`config.mk`:
```
export PLATFORM = sky130hd
export DESIGN_NAME = collide_serialiser
export DESIGN_NICKNAME = d
export VERILOG_FILES = /design/src/rtl/collide_pkg.sv /design/src/rtl/idx_fifo.sv /design/src/rtl/rr_pick.sv /design/src/rtl/collide_serialiser.sv
export SDC_FILE = /design/constraint.sdc
export NUM_CORES = 2
export LEC_CHECK = 0
export BUFFER_PORTS_ARGS = -buffer_cell sky130_fd_sc_hd__clkbuf_2
export CORE_ASPECT_RATIO = 1.75
export CORE_UTILIZATION = 55
export DETAILED_ROUTE_END_ITERATION = 10
export GPL_ROUTABILITY_DRIVEN = 0
export PLACE_DENSITY = 0.71
export SLEW_MARGIN = 20
export SYNTH_ARGS = -nofsm -noshare
export SYNTH_HDL_FRONTEND = slang
export SYNTH_SLANG_ARGS = --single-unit
export TNS_END_PERCENT = 20
```
`constraint.sdc`:
```
create_clock -name clk -period 13.6 [get_ports clk]
set_clock_uncertainty 0.05 [all_clocks]
set_input_delay 0 -clock clk [delete_from_list [all_inputs] [get_ports clk]]
set_output_delay 0 -clock clk [all_outputs]
set_load 0.005 [all_outputs]
```
`src/rtl/collide_pkg.sv`:
```
package collide_pkg;
  // Circular step used by the scheduler and its pointer.
  function automatic int wrap_add(input int base, input int step, input int modulus);
    return (base + step) % modulus;
  endfunction
endpackage

```
`src/rtl/idx_fifo.sv`:
```
module idx_fifo #(
  parameter int W     = 9,
  parameter int DEPTH = 16
) (
  input  logic         clk,
  input  logic         rst,
  input  logic         push,
  input  logic [W-1:0] din,
  input  logic         pop,
  output logic [W-1:0] dout,
  output logic         empty,
  output logic         afull
);
  localparam int AW = (DEPTH > 1) ? $clog2(DEPTH) : 1;

  logic [W-1:0] mem [DEPTH];
  logic [AW-1:0] wptr, rptr;
  logic [AW:0]   cnt, cnt_n;
  logic          push_ok, pop_ok, afull_q;

  assign push_ok = push && (cnt != (AW+1)'(DEPTH));
  assign pop_ok  = pop && (cnt != '0);
  assign cnt_n   = cnt + (AW+1)'(push_ok) - (AW+1)'(pop_ok);

  always_ff @(posedge clk) begin
    if (push_ok) mem[wptr] <= din;
  end

  always_ff @(posedge clk) begin
    if (rst) begin
      wptr    <= '0;
      rptr    <= '0;
      cnt     <= '0;
      afull_q <= 1'b0;
    end else begin
      if (push_ok) wptr <= (wptr == AW'(DEPTH-1)) ? '0 : wptr + 1'b1;
      if (pop_ok)  rptr <= (rptr == AW'(DEPTH-1)) ? '0 : rptr + 1'b1;
      cnt     <= cnt_n;
      afull_q <= (cnt_n >= (AW+1)'(DEPTH-1));
    end
  end

  assign dout  = mem[rptr];
  assign empty = (cnt == '0);
  assign afull = afull_q;
endmodule

```
`src/rtl/rr_pick.sv`:
```
module rr_pick #(
  parameter int N     = 7,
  parameter int SEL_W = 3
) (
  input  logic [N-1:0]     req,
  input  logic [SEL_W-1:0] ptr,
  output logic [N-1:0]     grant,
  output logic [SEL_W-1:0] gidx,
  output logic             any
);
  import collide_pkg::*;

  always_comb begin
    grant = '0;
    gidx  = '0;
    any   = 1'b0;
    for (int k = 0; k < N; k++) begin
      if (!any && req[wrap_add(int'(ptr), k, N)]) begin
        any   = 1'b1;
        grant[wrap_add(int'(ptr), k, N)] = 1'b1;
        gidx  = SEL_W'(wrap_add(int'(ptr), k, N));
      end
    end
  end
endmodule

```
`src/rtl/collide_serialiser.sv`:
```
module collide_serialiser #(
  parameter int LANES = 7,
  parameter int IDX_W = 9,
  parameter int DEPTH = 16,
  parameter int CNT_W = 16
) (
  input  logic                   clk,
  input  logic                   rst,
  input  logic                   pass_start,
  input  logic                   pass_end,
  input  logic [LANES-1:0]       hit_valid,
  input  logic [LANES*IDX_W-1:0] hit_a,
  input  logic [LANES*IDX_W-1:0] hit_b,
  output logic                   hit_stall,
  output logic                   out_valid,
  input  logic                   out_ready,
  output logic [IDX_W-1:0]       out_a,
  output logic [IDX_W-1:0]       out_b,
  output logic                   pass_done,
  output logic [CNT_W-1:0]       hit_count
);
  import collide_pkg::*;

  localparam int SEL_W = (LANES > 1) ? $clog2(LANES) : 1;

  logic [IDX_W-1:0] rd_a [LANES];
  logic [IDX_W-1:0] rd_b [LANES];
  logic [LANES-1:0] emp_a, emp_b, af_a, af_b;
  logic [LANES-1:0] lane_empty, lane_pop, arb_grant;
  logic [SEL_W-1:0] rr_ptr, arb_idx;
  logic             arb_any, load;

  logic             out_valid_q, end_seen_q, done_q;
  logic [IDX_W-1:0] out_a_q, out_b_q;
  logic [CNT_W-1:0] count_q;

  // One pair of index FIFOs per lane, moved in lock step.
  for (genvar g = 0; g < LANES; g++) begin : g_lane
    idx_fifo #(.W(IDX_W), .DEPTH(DEPTH)) u_fifo_a (
      .clk   (clk),
      .rst   (rst),
      .push  (hit_valid[g]),
      .din   (hit_a[g*IDX_W +: IDX_W]),
      .pop   (lane_pop[g]),
      .dout  (rd_a[g]),
      .empty (emp_a[g]),
      .afull (af_a[g])
    );
    idx_fifo #(.W(IDX_W), .DEPTH(DEPTH)) u_fifo_b (
      .clk   (clk),
      .rst   (rst),
      .push  (hit_valid[g]),
      .din   (hit_b[g*IDX_W +: IDX_W]),
      .pop   (lane_pop[g]),
      .dout  (rd_b[g]),
      .empty (emp_b[g]),
      .afull (af_b[g])
    );
  end

  assign lane_empty = emp_a | emp_b;

  rr_pick #(.N(LANES), .SEL_W(SEL_W)) u_sched (
    .req   (~lane_empty),
    .ptr   (rr_ptr),
    .grant (arb_grant),
    .gidx  (arb_idx),
    .any   (arb_any)
  );

  assign load     = !out_valid_q || out_ready;
  assign lane_pop = load ? arb_grant : '0;

  // Registered output stage and scheduler pointer.
  always_ff @(posedge clk) begin
    if (rst) begin
      out_valid_q <= 1'b0;
      out_a_q     <= '0;
      out_b_q     <= '0;
      rr_ptr      <= '0;
    end else if (load) begin
      out_valid_q <= arb_any;
      if (arb_any) begin
        out_a_q <= rd_a[arb_idx];
        out_b_q <= rd_b[arb_idx];
        rr_ptr  <= SEL_W'(wrap_add(int'(arb_idx), 1, LANES));
      end
    end
  end

  // Pass bookkeeping: emitted total, end marker, completion.
  always_ff @(posedge clk) begin
    if (rst) begin
      count_q    <= '0;
      end_seen_q <= 1'b0;
      done_q     <= 1'b0;
    end else if (pass_start) begin
      count_q    <= '0;
      end_seen_q <= 1'b0;
      done_q     <= 1'b0;
    end else begin
      if (out_valid_q && out_ready) count_q <= count_q + 1'b1;
      if (pass_end) end_seen_q <= 1'b1;
      done_q <= end_seen_q && (&lane_empty) && !out_valid_q;
    end
  end

  assign hit_stall = |(af_a | af_b);
  assign out_valid = out_valid_q;
  assign out_a     = out_a_q;
  assign out_b     = out_b_q;
  assign pass_done = done_q;
  assign hit_count = count_q;
endmodule

```
==> flow_summary.toml <==
[run_status]
status = "finished, violations left"
violations = "DRC"

[power_and_ir_drop]
p_leak_nw = 34.4
vdd_drop_max_uv = 543
clockPowerShare = 0.271
power_switching_mw = 7.08
power_frac_comb = 0.334
seq_power_share = 0.395
p_per_area_nw_per_um2 = 198
power_mw = 21.0
internal_power_mw = 14.0
switching_share = 0.337

[sta]
finalSetupViolCount = 0
worstMarginPinSlew_ns = 1.17
relSlewSlack = 0.218
rsz0062_at_grt = "false"
period_needed_ns = 8.16
setup_tns_ns = 0
finalHoldViolCount = 0
min_period_over_period = 0.600
report.final.slew_viol_count = 0
hold_ws_ns = 0.0495
timing.fmax_mhz = 123

[logic_synthesis]
async_flop_share = 0
ys_ff_latch = 2308
ys.warnings.count = 0
synth.area.top_cells = "edfxtp_1 64%, mux4_2 15%, dfxtp_1 6.2%"
synthFlopType = "edfxtp_1"
synth_top_family_by_area = "multiplexers"
ys_seq_area_frac = 0.701
synth-compound-area-share = 0.0342
synth-edff-count = 2016
synth_cells = 5165
synthAdderAreaFrac = 0.0280
yosys.area.top_type_share = 0.640
yosys.area_share.simple = 0.0502
synth_nets = 5506
syn_area_per_cell_um2 = 18.3
synth_xor_area_frac = 0.0109
synth_mux_area_frac = 0.157
synth_cell_type_count = 106
yosysMostFrequentCell = "edfxtp_1"
yosys-top-cells-count = "2016 x edfxtp_1, 631 x mux4_2, 292 x dfxtp_1"
synthesis.area_um2 = 94600
synth_area_leader_cell = "edfxtp_1"

[final_layout]
finalNetCount = 5871
drive_above_1_share = 0.234
area_growth_pct = 12.5
fillCellCount = 11880

[worst_setup_path]
cp_slowest_cell = "dfxtp_1"
timing.critical_path.mode_cell = "ha_1"
critical_path.max_stage_delay_ns = 0.94
cp_max_fo = 22
worst_ep_arrival_time_ns = 8.89
r2r_slack_ns = 5.44
worst_setup_path_start_kind = "flip-flop"
worst_ep_required_time_ns = 14.33
endpoint_kind = "flip-flop"
crit_type = "reg -> reg"

[global_route]
grtUsageTotal = 0.245
grt_pass1_vias = 50302
grt_pass1_wl_um = 314000
grt_max_degree = 75
antenna_found_initial = 14
gr-total-overflow = 0

[drt]
dr_total_vias = 47808
drt-total-wl_um = 210000
wire_per_inst_um = 26.4
via_per_inst = 6.03
ant_nets = 0
dr.pass1.iters = 11
drc = 28
drt_iter0_markers = 3738

[die]
io_pins = 175
core_area_um2 = 171000
num_rows = 201
chipWidth_um = 316
start_util = 0.553
fp.dieH_um = 551
design.die.area_um2 = 174000

[clocking]
h-tree-depth = 4
clock_latency_ns = 0.87
clock-root-buffer = "clkbuf_16"
cts-resized-gates = 0
cts_buffers = 202
cts_tree = "done"
clock_path_buffers = 4
postCtsHoldBufs = 139
clkTransAtPathRegs_ns = 0.07
postCtsSetupBuffers = 0
clock_sinks = 2308

[run]
drv_cap = 0

[place]
numPortBuffers = 174
hpwl_um = 148000

[worst_hold_path]
hold_path_class = "in -> reg"
[power groups by stage]
stage | sequential, mW | clock [mW] | combinational (mW)
floorplan | 8.37 | 0 | 4.78
global placement | 8.45 | 0 | 6.77
detailed placement | 8.46 | 0 | 6.91
CTS | 8.31 | 5.78 | 6.98
global route | 8.35 | 6.03 | 7.52
finish | 8.31 | 5.70 | 7.04
[cell type report]
cell class | count | area [um2] | area share
diodes | 8 | 20.0 | 0.000188
multi-input cells | 2412 | 27000 | 0.254
repair buffers | 396 | 2890 | 0.0272
clock inverters | 124 | 1190 | 0.0112
inverters | 210 | 788 | 0.00740
clock buffers | 242 | 5340 | 0.0501
well taps | 2233 | 2790 | 0.0262
flip-flops and latches | 2308 | 66400 | 0.624
[critical path, delay by kind of cell, from the launching register on]
family	cells	cell delay (ns)
AOI/OAI and AO/OA	13	3.50
xor gates and xnor gates	1	0.15
adders and majority gates	7	2.53
buffers and inverters	3	0.41
DFF	1	0.94
and+or+nand+nor	3	0.49
[kinds of logic (layout without fill, tap and decap cells)]
logic type,Yosys count,count (layout)
buffers and inverters,445,972
other,0,8
adder cells (fa/ha/maj),203,203
flip-flops,2308,2308
AO/OA/AOI/OAI,458,458
AND/OR/NAND/NOR,941,941
multiplexers,693,693
XOR/XNOR,117,117
[routing by layer]
metal,global-route usage,up-vias,wire (um)
met5,0,-,67
met4,0.112,12,10300
met3,0.0369,433,9840
met2,0.463,1255,118000
met1,0.266,24760,71600
li1,-,21348,-
[state kept, by name, summed over array words and instances, names as in the netlist, named ones only]
register / cells
g_lane.u_fifo_a.mem: 1008
out_a: 9
g_lane.u_fifo_b.mem: 1008
g_lane.u_fifo_b.rptr: 28
g_lane.u_fifo_b.afull: 7
rr_ptr: 3
g_lane.u_fifo_b.cnt: 35
g_lane.u_fifo_b.wptr: 28
g_lane.u_fifo_a.wptr: 28
out_valid: 1
hit_count: 16
g_lane.u_fifo_a.afull: 7
end_seen_q: 1
pass_done: 1
g_lane.u_fifo_a.rptr: 28
out_b: 9
g_lane.u_fifo_a.cnt: 35
[path summary, 6_finish.rpt]
check,start,endpoint,cells after the start
hold reg to reg,hit_count[10]$_SDFFE_PP0P_,hit_count[10]$_SDFFE_PP0P_,2
setup / recovery,rr_ptr[1]$_SDFFE_PP0P_,g_lane[2].u_fifo_b.afull$_SDFF_PP0_,27
hold / removal,hit_b[59],g_lane[6].u_fifo_b.mem[9][5]$_DFFE_PP_,2
setup reg to reg,rr_ptr[1]$_SDFFE_PP0P_,g_lane[2].u_fifo_b.afull$_SDFF_PP0_,27
[placed cells by master, fill, tap and decap left out, types with 13 or more instances in the layout]
cell type	count
a211o_1	21
o211ai_1	13
and2_1	120
and2_0	14
nor4_2	28
a211oi_1	47
ha_1	188
edfxtp_1	2016
clkbuf_16	202
xor2_1	59
mux2i_1	57
clkbuf_8	14
clkinv_1	36
buf_4	83
clkbuf_2	173
nor2b_1	33
a31oi_1	28
mux4_2	631
nor3_1	63
a22o_1	18
dfxtp_1	278
dfxtp_2	14
a21o_1	31
xnor2_1	57
nand3_1	47
nand2b_1	14
inv_1	204
fa_1	15
or3_1	24
nor3b_1	21
dlygate4sd3_1	139
bufinv_16	18
clkinv_2	45
o21ai_0	52
nand2_1	218
clkbuf_1	27
a21oi_1	117
nor3_2	35
nor2_1	231
[stage by stage]
step / std cells / cell area [um2] / utilization / setup slack [ns]
global placement: 7420 / 98500 / 0.576 / 5.64
floorplan: 5165 / 94600 / - / 6.73
global route: 7929 / 106000 / 0.622 / 4.74
finish: 7933 / 106000 / 0.623 / 5.44
detailed placement: 7420 / 98500 / 0.576 / 5.65
CTS: 7925 / 106000 / 0.622 / 5.61
(Power assumes the default switching activity.)
